--- src/rtl/ivl_chan.sv ---
module ivl_chan #(
  parameter int W = 16
) (
  input  logic         clk,
  input  logic         rst_n,
  input  logic         cnt_en,
  input  logic         gate_in,
  input  logic         mode_wr,
  input  logic [2:0]   mode_val,
  input  logic         bcd_val,
  input  logic         load_wr,
  input  logic [W-1:0] load_val,
  output logic         out_pin,
  output logic [W-1:0] count_q,
  output logic         bcd_q
);
  localparam logic [W-1:0] ONE = W'(1);
  localparam logic [W-1:0] TWO = W'(2);

  logic [2:0]   mode_q;
  logic [W-1:0] init_q;
  logic         armed_q, done_q, gate_q;

  function automatic logic start_lvl(input logic [2:0] m);
    return m[2:1] != 2'b00;
  endfunction

  wire [2:0]   mode_n   = mode_val[1] ? {1'b0, mode_val[1:0]} : mode_val;
  wire         periodic = mode_q[1];
  wire         edge_trg = (mode_q == 3'd1) || (mode_q == 3'd5);
  wire         gate_ok  = edge_trg | gate_in;
  wire         gate_rise = gate_in & ~gate_q;
  wire         tick     = cnt_en & armed_q & gate_ok;
  wire [W-1:0] dec1     = count_q - ONE;
  wire [W-1:0] dec2     = count_q - TWO;
  wire [W-1:0] nxt2     = (count_q == ONE) ? init_q : dec1;
  wire [W-1:0] low_init = {init_q[W-1:1], 1'b0};
  wire         half_end = (count_q == ONE) || (count_q == TWO);

  always_ff @(posedge clk) begin
    gate_q <= gate_in;
    if (!rst_n) begin
      mode_q  <= 3'd0;
      bcd_q   <= 1'b0;
      init_q  <= '0;
      count_q <= '0;
      armed_q <= 1'b0;
      done_q  <= 1'b0;
      out_pin <= 1'b0;
    end else if (mode_wr) begin
      mode_q  <= mode_n;
      bcd_q   <= bcd_val;
      armed_q <= 1'b0;
      done_q  <= 1'b0;
      out_pin <= start_lvl(mode_n);
    end else if (load_wr) begin
      init_q  <= load_val;
      count_q <= load_val;
      armed_q <= 1'b1;
      done_q  <= 1'b0;
      out_pin <= start_lvl(mode_q);
    end else if (gate_rise && armed_q && (edge_trg || periodic)) begin
      count_q <= init_q;
      done_q  <= 1'b0;
      out_pin <= start_lvl(mode_q);
    end else if (periodic && !gate_in) begin
      out_pin <= 1'b1;
    end else if (tick) begin
      case (mode_q)
        3'd2: begin
          count_q <= nxt2;
          out_pin <= (nxt2 != ONE);
        end
        3'd3: begin
          if (half_end) begin
            out_pin <= ~out_pin;
            count_q <= out_pin ? low_init : init_q;
          end else begin
            count_q <= dec2;
          end
        end
        3'd4, 3'd5: begin
          count_q <= dec1;
          if (count_q == ONE && !done_q) begin
            out_pin <= 1'b0;
            done_q  <= 1'b1;
          end else begin
            out_pin <= 1'b1;
          end
        end
        default: begin
          count_q <= dec1;
          if (count_q == ONE) out_pin <= 1'b1;
        end
      endcase
    end
  end
endmodule

--- config.mk ---
export PLATFORM = sky130hd
export DESIGN_NAME = ivl_chan
export DESIGN_NICKNAME = d
export VERILOG_FILES = /design/src/rtl/ivl_chan.sv
export SDC_FILE = /design/constraint.sdc
export NUM_CORES = 1
export LEC_CHECK = 0
export BUFFER_PORTS_ARGS = -buffer_cell sky130_fd_sc_hd__buf_2
export CORE_MARGIN = 3
export CORE_UTILIZATION = 25
export CTS_CLUSTER_DIAMETER = 200
export DETAILED_ROUTE_END_ITERATION = 7
export MAX_ROUTING_LAYER = met4
export PLACE_DENSITY_LB_ADDON = 0.12
export SYNTH_ARGS = -nofsm -noshare
export SYNTH_HDL_FRONTEND = slang
export SYNTH_SLANG_ARGS = --single-unit
export TNS_END_PERCENT = 100
--- constraint.sdc ---
create_clock -name clk -period 7.2 [get_ports clk]
set_input_delay 1.44 -clock clk [delete_from_list [all_inputs] [get_ports clk]]
set_output_delay 1.44 -clock clk [all_outputs]
set_load 0.02 [all_outputs]
# Yosys cells after proc, flatten, opt, wreduce, memory -nomap -nowiden
# Cells that the tools add are included.
[totals]
regBits = 40
latchBits = 0
mem_bits_rw = 0
mem_bits_ro = 0
inputBits = 26
output_inout_bits = 18
wordCells = 68
mem_count = 0
[classes]
n_addsub = 2
multipliers = 0
n_div = 0
n_lt_le_gt_ge = 0
n_eq_ne = 10
shifts = 0
mux = 18
bitwise_logic = 9
reduce_logical = 21
[ops]
columns = ["op", "n"]
rows = [
  ["2-to-1 mux 16 bit", 6],
  ["one-hot mux 16 bit (2 select lines)", 1],
  ["== test 16 x 1 -> 1 bit, second input constant", 1],
  ["== test 16 x 2 -> 1 bit, second input constant", 1],
  ["!= test 16 x 1 -> 1 bit, second input constant", 1],
  ["subtractor 16 x 1 -> 16 bit, second input constant", 1],
  ["subtractor 16 x 2 -> 16 bit, second input constant", 1],
  ["2-to-1 mux 1 bit", 9],
  ["nonzero test 8 bit", 1],
  ["== test 3 x 2 -> 1 bit, second input constant", 2],
  ["== test 3 bit, second input constant", 2],
  ["!= test 6 bit, second input constant", 1],
  ["AND reduction 3 bit", 2],
  ["NOT 1 bit", 5],
  ["nonzero test 5 bit", 1],
  ["logical AND 1 bit", 4],
  ["AND reduction 4 bit", 1],
  ["nonzero test 2 bit", 2],
  ["OR reduction 2 bit", 2],
  ["OR reduction 4 bit", 1],
  ["bitwise AND 1 bit", 3],
  ["== test 3 x 1 -> 1 bit, second input constant", 1],
  ["logical OR 1 bit", 3],
  ["2-to-1 mux 3 bit", 1],
  ["other kinds (6)", 7],
]

# Logic depth before layout (Yosys ltp)
# Gate-level depths: netlist (run 1).
[logic_depth]
depth_word = 9
mapped_depth = 11

# Worst setup path before layout (run 1)
# No wires, ideal clock.
[synth_path]
kind = "input-to-reg"
startpoint = "in gate_in"
endpoint = "reg count_q[13]"
arrival_time_ps = 2762
required_time_ps = 7083
slack_ps = 4321
path_stages = 6
cell_sequence = "and3b_1 a21oi_1 a21oi_1 clkbuf_1 a31oi_1 a32o_1"
[synth_between]
elab_chain_len = 5
word_cells_on_any_way = 12
classes_between = "eq/ne: 1; mux: 2; bitwise: 3; reduce/logical: 6"
[synth_lines]
columns = ["item", "line_no", "rtl"]
rows = [
  ["start: declaration", "7", "input logic gate_in,"],
  ["bitwise AND 1 bit", "32", "wire gate_rise = gate_in & ~gate_q;"],
  ["logical AND 1 bit (2 in a row)", "62", "end else if (gate_rise && armed_q && (edge_trg || periodic)) begin"],
  ["!= test 3 bit (no source line), or another cell as far along", "--", ""],
  ["AND reduction 3 bit (no source line) / 2-to-1 mux 16 bit (equally long branches)", "--", ""],
  ["end signal: assignment", "58", "count_q <= load_val;"],
  ["end signal: assignment", "63", "count_q <= init_q;"],
  ["end signal: assignment", "71", "count_q <= nxt2;"],
  ["end: declaration", "14", "output logic [W-1:0] count_q,"],
]
# Parallel ways exist; a longest one is shown, timed or not.
# A chain may end at the register's enable or synchronous reset.

# Worst setup path in the final report (run 1)
[layout_path]
startpoint = "in load_wr"
endpoint = "reg init_q[10]"
[layout_between]
elab_chain_len = 1
[layout_lines]
columns = ["item", "line_no", "rtl"]
rows = [
  ["start: declaration", "11", "input logic load_wr,"],
  ["AND reduction 2 bit (no source line)", "--", ""],
  ["end signal: assignment", "57", "init_q <= load_val;"],
  ["end: declaration", "21", "logic [W-1:0] init_q;"],
]
# Every way passes these cells.

==> metrics.md, run 1 <==
| Metric | Value |
|---|---|
| Fmax achieved | 324 MHz |
| Pre-CTS setup slack | 3750 ps |
| Vias in the first global route | 3385 |
| Post-CTS Hold Buffers | 0 |
| GRT Total Usage | 18.2% |
| Sw Share | 36.1% |
| Unrepaired setup endpoints after global routing | no |
| WL final | 13.0 mm |
| DRT iter0 DRCs | 406 |
| Combinational power share | between 30% and 40% |
| CP Class | in -> reg |
| Placement row count | 41 |
| Seq/Total Area, Yosys | 23.8% |
| Synth top area share | 23.8% |
| Die Height | 122 um |
| TNS Setup | 0 ps |
| Required time worst endpoint | approximately 7400 ps |
| Post-Layout Cell Count | 658 |
| First-pass GRT wire length | ~20 mm |
| DRC | 0 |
| Sinks on Clock Net | 40 |
| Synth area leader | dfxtp_1 |
| Max clock buf depth | 2 |
| GP Congestion | 0.879 |
| Clk network pwr share | 34.4% |
| Worst r2r dst | out_pin$_SDFFE_PN0P_ |
| Worst setup margin | 4110 ps |
| Port Buffers | 43 |
| Final setup fails | 0 |
| DP Cell Count | 651 |
| Cts repair resizes | 0 |
| Cell Pwr Density | 221 mW/mm^2 |
| CTS tree | yes |
| Syn_area_per_cell | 7.11 um^2 |
| Root Buffer | clkbuf_16 |
| Final Hold Fails | 0 |
| Crit-path max FO | 25 |
| Clk pin slew, worst setup/hold paths | roughly 60 ps |
| Worst-Margin Slew | 1010 ps |
| Chip width | 122 um |
| Outcome | complete, no violations |
| Hold Crit Class | reg -> reg |
| WHS Endpoint | armed_q$_SDFFE_PP0P_ |
| I/O pin count | 44 |
| Antenna diode count | 0 |
| Largest net degree at the start of global routing | 38 |
| Gr ovfl total | 0 |
| Sequential Power Share | between 30% and 40% |
| Later-pin clock latency in the skew report | just under 300 ps |
| Gate Count Post-Synth | 473 |
| Hold Startpoint | armed_q$_SDFFE_PP0P_ |
| Final antenna-violating net count | 0 |
| Share of cells above drive strength 1 | 13.4% |
| P&R area growth vs syn | 13.9% |
| NetSw | slightly above 0.3 mW |
| Crit path DAT | 3300 ps |
| Distinct cells, synth | 68 |
| Yosys reg bits | 40 |
| Core Area | 0.0129 mm^2 |
| Worst hold path cell count | 2 |
| Post-Synthesis Cell Area | around 0.0034 mm^2 |
| CP Launch Type | primary input |
| Initial antenna violation count | 0 |
| Synth area leaders | dfxtp_1, nand2_1, nor2_1 |
| Die area | between 0.01 and 0.015 mm^2 |
| CP endpoint kind | flip-flop |
| Initial Util | 26.1% |
| Post-synth EDFFs | 0 |
| Final Net Count | 517 |
| Post-detail-place hpwl | ~9.8 mm |
| Ys async rst share | 0% |
| R2R cell count | 9 |
| Worst R2R Setup Slack | 4290 ps |
| DR WL/cell | 19.7 um |
| VDD IR max | 0.0966 mV |
| R2R Path Start | count_q[1]$_SDFFE_PN0P_ |
| P_leak | ~1.4 nW |
| Post-synthesis net count | 504 |
| Syn. warnings | 0 |
| Vias per inst | 5.45 |
| Final period utilization | 42.9% |
| Clk_skew | 6.46 ps |
| Min Tclk post-route | 3090 ps |
| Primary FF master, synth | dfxtp_1 |
| Pre-antenna DRT Iters | 5 |
| Vias | 3587 |
| Num CTS Buffers | 5 |
| Int Pwr | about 0.54 mW |
| Relative slew margins | 32.6% |
| Fin. max-slew vios | 0 |
| Max cap viols | 0 |
| CTS H-tree lvls | 2 |
| Setup Fix Bufs, Post-CTS | 0 |
==> worst max path at each step <==
stage	start	end	slack, ps	cells past startpoint
after floorplan	gate_in	count_q[13]$_SDFFE_PN0P_	4320	6
after global placement	load_wr	init_q[6]$_SDFFE_PN0P_	3770	5
after detailed placement	load_wr	init_q[10]$_SDFFE_PN0P_	3750	5
after CTS	load_wr	init_q[10]$_SDFFE_PN0P_	4050	5
after global routing	load_wr	init_q[14]$_SDFFE_PN0P_	3750	5
final	load_wr	init_q[10]$_SDFFE_PN0P_	4110	5
==> cells in the mapped netlist, types with 3 or more instances <==
cell type / n
nand2b_1: 7
and2_1: 6
nand4_1: 6
a211oi_1: 9
nor3_1: 20
dfxtp_1: 40
clkbuf_1: 26
xnor2_1: 14
ha_1: 5
xor2_1: 6
a22oi_1: 3
o211ai_1: 9
a21boi_0: 20
inv_1: 8
a221oi_1: 3
a31oi_1: 12
buf_4: 3
nor2b_1: 7
o21ai_0: 10
nand2_1: 67
nor4_1: 8
or3_1: 11
buf_2: 8
mux2i_1: 4
a21oi_1: 29
o22ai_1: 6
nor2_1: 45
o21ai_1: 11
buf_1: 4
o31ai_1: 4
nand3_1: 13
==> cell type report <==
cell class	instances	area (um^2)
fill	1407	9050
multi-input combinational	383	2340
sequential	40	801
timing repair buffer	48	253
tap	172	215
clock buffer	5	125
clock inverter	2	60.1
inverter	8	30.0
==> placed cells by master, fill, tap and decap left out, drive strengths merged, types with 3 or more instances in the layout <==
master   synthesis  routed
a21oi           29      29
nor2b            7       7
a21boi          20      20
a2111oi          3       3
o31ai            5       5
nor4b            3       3
xor2             6       6
o211ai           9       9
dfxtp           40      40
nor4            10      10
nand3           13      13
nand4            6       6
clkbuf          26       5
nand2           68      68
o22ai            6       6
a22oi            3       3
nor3            20      20
buf             16      48
o21ai           22      22
a221oi           3       3
and2             6       6
or3             11      11
o41ai            3       3
nand2b           7       7
a211oi           9       9
a31oi           12      12
nor2            45      45
mux2i            4       4
xnor2           14      14
ha               5       5
inv              8       8
==> state kept, by name, summed over array words and instances, names as in the netlist <==
| name | flops |
|---|---|
| init_q | 16 |
| count_q | 16 |
| gate_q | 1 |
| mode_q | 3 |
| bcd_q | 1 |
| done_q | 1 |
| armed_q | 1 |
| out_pin | 1 |
==> critical path: stages <==
cell and delay (ps):
buf_2 360, inv_1 330, nor2_1 840, nand2_1 140, a21boi_0 180
==> cells by family after synthesis <==
logic type	synth area share, %
AND/OR/NAND/NOR	30.3
AO/OA/AOI/OAI	30.9
buffers and inverters	6.44
flip-flops	23.8
multiplexers	1.53
XOR/XNOR	5.21
adder cells (fa/ha/maj)	1.86
==> through the flow <==
| stage | power [mW] | cell area (um^2) | hold slack, ps | util, % |
|---|---|---|---|---|
| after floorplan | 0.474 | 3360 | 452 | - |
| after global placement | 0.558 | 3640 | 494 | 28.3 |
| after detailed placement | 0.554 | 3640 | 488 | 28.3 |
| after CTS | 0.850 | 3830 | 505 | 29.7 |
| after global routing | 0.895 | 3830 | 560 | 29.7 |
| final | 0.846 | 3830 | 499 | 29.7 |
==> layer usage <==
metal | wire length, um | vias up | GRT usage [%]
li1 | - | 1748 | -
met1 | 6530 | 1691 | 26.7
met2 | 5370 | 135 | 25.8
met3 | 816 | 13 | 2.83
met4 | 276 | 0 | 5.11
met5 | 0 | - | -
==> power groups by stage <==
| stage | sequential [mW] | combinational [mW] | clock [mW] |
|---|---|---|---|
| after CTS | 0.273 | 0.279 | 0.299 |
| after floorplan | 0.264 | 0.210 | 0 |
| after detailed placement | 0.278 | 0.277 | 0 |
| after global routing | 0.276 | 0.310 | 0.309 |
| after global placement | 0.278 | 0.280 | 0 |
| final | 0.274 | 0.282 | 0.291 |
Note: power is estimated with default switching activity, not from simulation.
==> run 2: changes to the inputs <==
==> constraint.sdc (replaced) <==
create_clock -name clk -period 3.2 [get_ports clk]
set_input_delay 0.64 -clock clk [delete_from_list [all_inputs] [get_ports clk]]
set_output_delay 0.64 -clock clk [all_outputs]
set_load 0.02 [all_outputs]
==> metrics.md, run 2 (synthesis gave the netlist of run 1 again) <==
| Metric | Value |
|---|---|
| Num CTS Buffers | 5 (unchanged) |
| Final Net Count | 533 (+3.1%) |
| Initial antenna violation count | 0 (unchanged) |
| Int Pwr | 1.10 mW (+100%) |
| I/O pin count | 44 (unchanged) |
| Cts repair resizes | 0 (unchanged) |
| Later-pin clock latency in the skew report | 290 ps (about the same) |
| Root Buffer | clkbuf_16 |
| Vias in the first global route | 3557 (+5.1%) |
| Met2 usage | 27.9% (+2.0 points) |
| DRC | 0 (unchanged) |
| Total Power | 1.81 mW (+110%) |
| GP Congestion | 0.926 (+5.5%) |
| CP endpoint kind | flip-flop |
| Sequential Power Share | 32.6% (+0.3 points) |
| TNS Setup | 0 ps (unchanged) |
| CP Launch Type | flip-flop |
| Clk_skew | 3.37 ps (-3.09 ps) |
| Initial Util | 26.1% (unchanged) |
| R2R Path Start | count_q[1]$_SDFFE_PN0P_ |
| Fmax achieved | approximately 350 MHz |
| Fin. max-slew vios | 0 (unchanged) |
| Regs by FF count | count_q (16), init_q (16), mode_q (3) |
| DRT iter0 DRCs | 313 (-23%) |
| Worst hold path cell count | 2 (unchanged) |
| WL final | 13.7 mm (+5.2%) |
| Hold Startpoint | armed_q$_SDFFE_PP0P_ |
| P_leak | 1.50 nW (+4.0%) |
| Vias | 3693 (+3.0%) |
| Crit-path max FO | 16 (-36%) |
| Worst r2r dst | count_q[6]$_SDFFE_PN0P_ |
| Share of cells above drive strength 1 | 16.3% (+2.9 points) |
| CTS H-tree lvls | 2 (unchanged) |
| NetSw | 0.708 mW (+130%) |
| Min Tclk post-route | 2870 ps |
| Relative slew margins | 60.3% (+28 points) |
| Worst R2R Setup Slack | 330 ps (-3960 ps) |
| Vias per inst | 5.47 (+0.36%) |
| CTS tree | yes |
| Largest net degree at the start of global routing | 29 (-24%) |
| Chip width | 122 um (unchanged) |
| VDD IR max | 0.181 mV (+88%) |
| Final antenna-violating net count | 0 (unchanged) |
| Gr ovfl total | 0 (unchanged) |
| Clk network pwr share | 29.9% (-4.5 points) |
| Worst-Margin Slew | 593 ps (-414 ps) |
| Post-detail-place hpwl | 10.4 mm (+6.5%) |
| Max cap viols | 0 (unchanged) |
| CP Class | reg -> reg |
| Combinational power share | 37.5% (+4.2 points) |
| # fillers | 1402 (-0.36%) |
| P&R area growth vs syn | 16.5% |
| Cell Pwr Density | 462 mW/mm^2 (+110%) |
| Commonest non-fill, non-tap cell in the layout | nand2_1 |
| Die area | 0.0149 mm^2 (unchanged) |
| WHS Endpoint | armed_q$_SDFFE_PP0P_ |
| Final Hold Fails | 0 (unchanged) |
| Most frequent cells in the layout | nand2_1, nor2_1, buf_2 |
| Pre-antenna DRT Iters | 5 (unchanged) |
| Setup Fix Bufs, Post-CTS | 0 (unchanged) |
| Required time worst endpoint | 3350 ps (-4070 ps) |
| Final period utilization | 89.6% |
| Final setup fails | 0 (unchanged) |
| Post-CTS Hold Buffers | 0 (unchanged) |
| Clk pin slew, worst setup/hold paths | 70 ps (about the same) |
| Sinks on Clock Net | 40 (unchanged) |
| Outcome | complete, no violations |
| First-pass GRT wire length | 20.9 mm (+2.6%) |
| Post-layout util | 30.4% (+0.69 points) |
| Port Buffers | 43 (unchanged) |
| DR WL/cell | 20.3 um (+2.6%) |
| Core Area | 0.0129 mm^2 (unchanged) |
| Max clock buf depth | 2 (unchanged) |
| Die Height | 122 um (unchanged) |
| Placement row count | 41 (unchanged) |
| Antenna diode count | 0 (unchanged) |
| Grt peak-use layer | met2 |
| Crit path DAT | 3020 ps (-280 ps) |
| R2R cell count | 9 (unchanged) |
| Met1 GRT Util | 27.0% (+0.29 points) |
| Met3 Use GR | 2.79% (-0.046 points) |
| Unrepaired setup endpoints after global routing | no |
| Sw Share | 39.1% (+3.0 points) |
| Hold Crit Class | reg -> reg |
| GRT Total Usage | 18.7% (+0.50 points) |
[run 2: power groups by stage]
stage                     logic, mW  clock network [mW]  registers [mW]
after floorplan               0.472                   0           0.593
after global placement        0.682                   0           0.600
after detailed placement      0.669                   0           0.600
after CTS                     0.674               0.544           0.589
after global routing          0.743               0.560           0.594
final                         0.680               0.541           0.590
[run 2: cell type report]
type                            count  area (um^2)  area share [%]
Multi-Input combinational cell    383         2340            59.9
Sequential cell                    40          801            20.4
Timing Repair Buffer               64          373            9.52
Tap cell                          172          215            5.49
Clock buffer                        6          139            3.55
Inverter                            8         30.0           0.767
Clock inverter                      2         15.0           0.383
[run 2: how the worst max path moves through the flow]
stage	startpoint	endpoint	slack [ps]	depth (start not counted)
floorplan	count_q[1]$_SDFFE_PN0P_	out_pin$_SDFFE_PN0P_	780	10
global placement	count_q[0]$_SDFFE_PN0P_	count_q[6]$_SDFFE_PN0P_	280	8
detailed placement	count_q[1]$_SDFFE_PN0P_	count_q[6]$_SDFFE_PN0P_	430	9
CTS	count_q[1]$_SDFFE_PN0P_	count_q[6]$_SDFFE_PN0P_	410	9
global route	count_q[0]$_SDFFE_PN0P_	count_q[6]$_SDFFE_PN0P_	170	8
finish	count_q[1]$_SDFFE_PN0P_	count_q[6]$_SDFFE_PN0P_	330	9
[run 2: worst max-delay path: stages (launching register included)]
cell and delay [ps]:
dfxtp_1 380, inv_1 190, ha_1 290, nor4b_1 270, nand4_1 420, buf_4 380, nand2_1 80, a21oi_1 60
a2111oi_0 470, o41ai_1 170
[run 2: stage by stage]
stage | hold slack [ps] | setup WS (ps) | cell area (um^2) | cells
2_1_floorplan | 452 | 781 | 3360 | 473
3_3_place_gp | 481 | 276 | 3760 | 667
3_5_place_dp | 482 | 428 | 3760 | 667
4_1_cts | 499 | 407 | 3920 | 675
5_1_grt | 526 | 167 | 3920 | 675
6_report | 497 | 334 | 3920 | 675
[run 2: per-layer routing]
| layer | routed length, um | vias up |
|---|---|---|
| li1 | - | 1791 |
| met1 | 6750 | 1756 |
| met2 | 6070 | 136 |
| met3 | 731 | 10 |
| met4 | 119 | 0 |
| met5 | 0 | - |
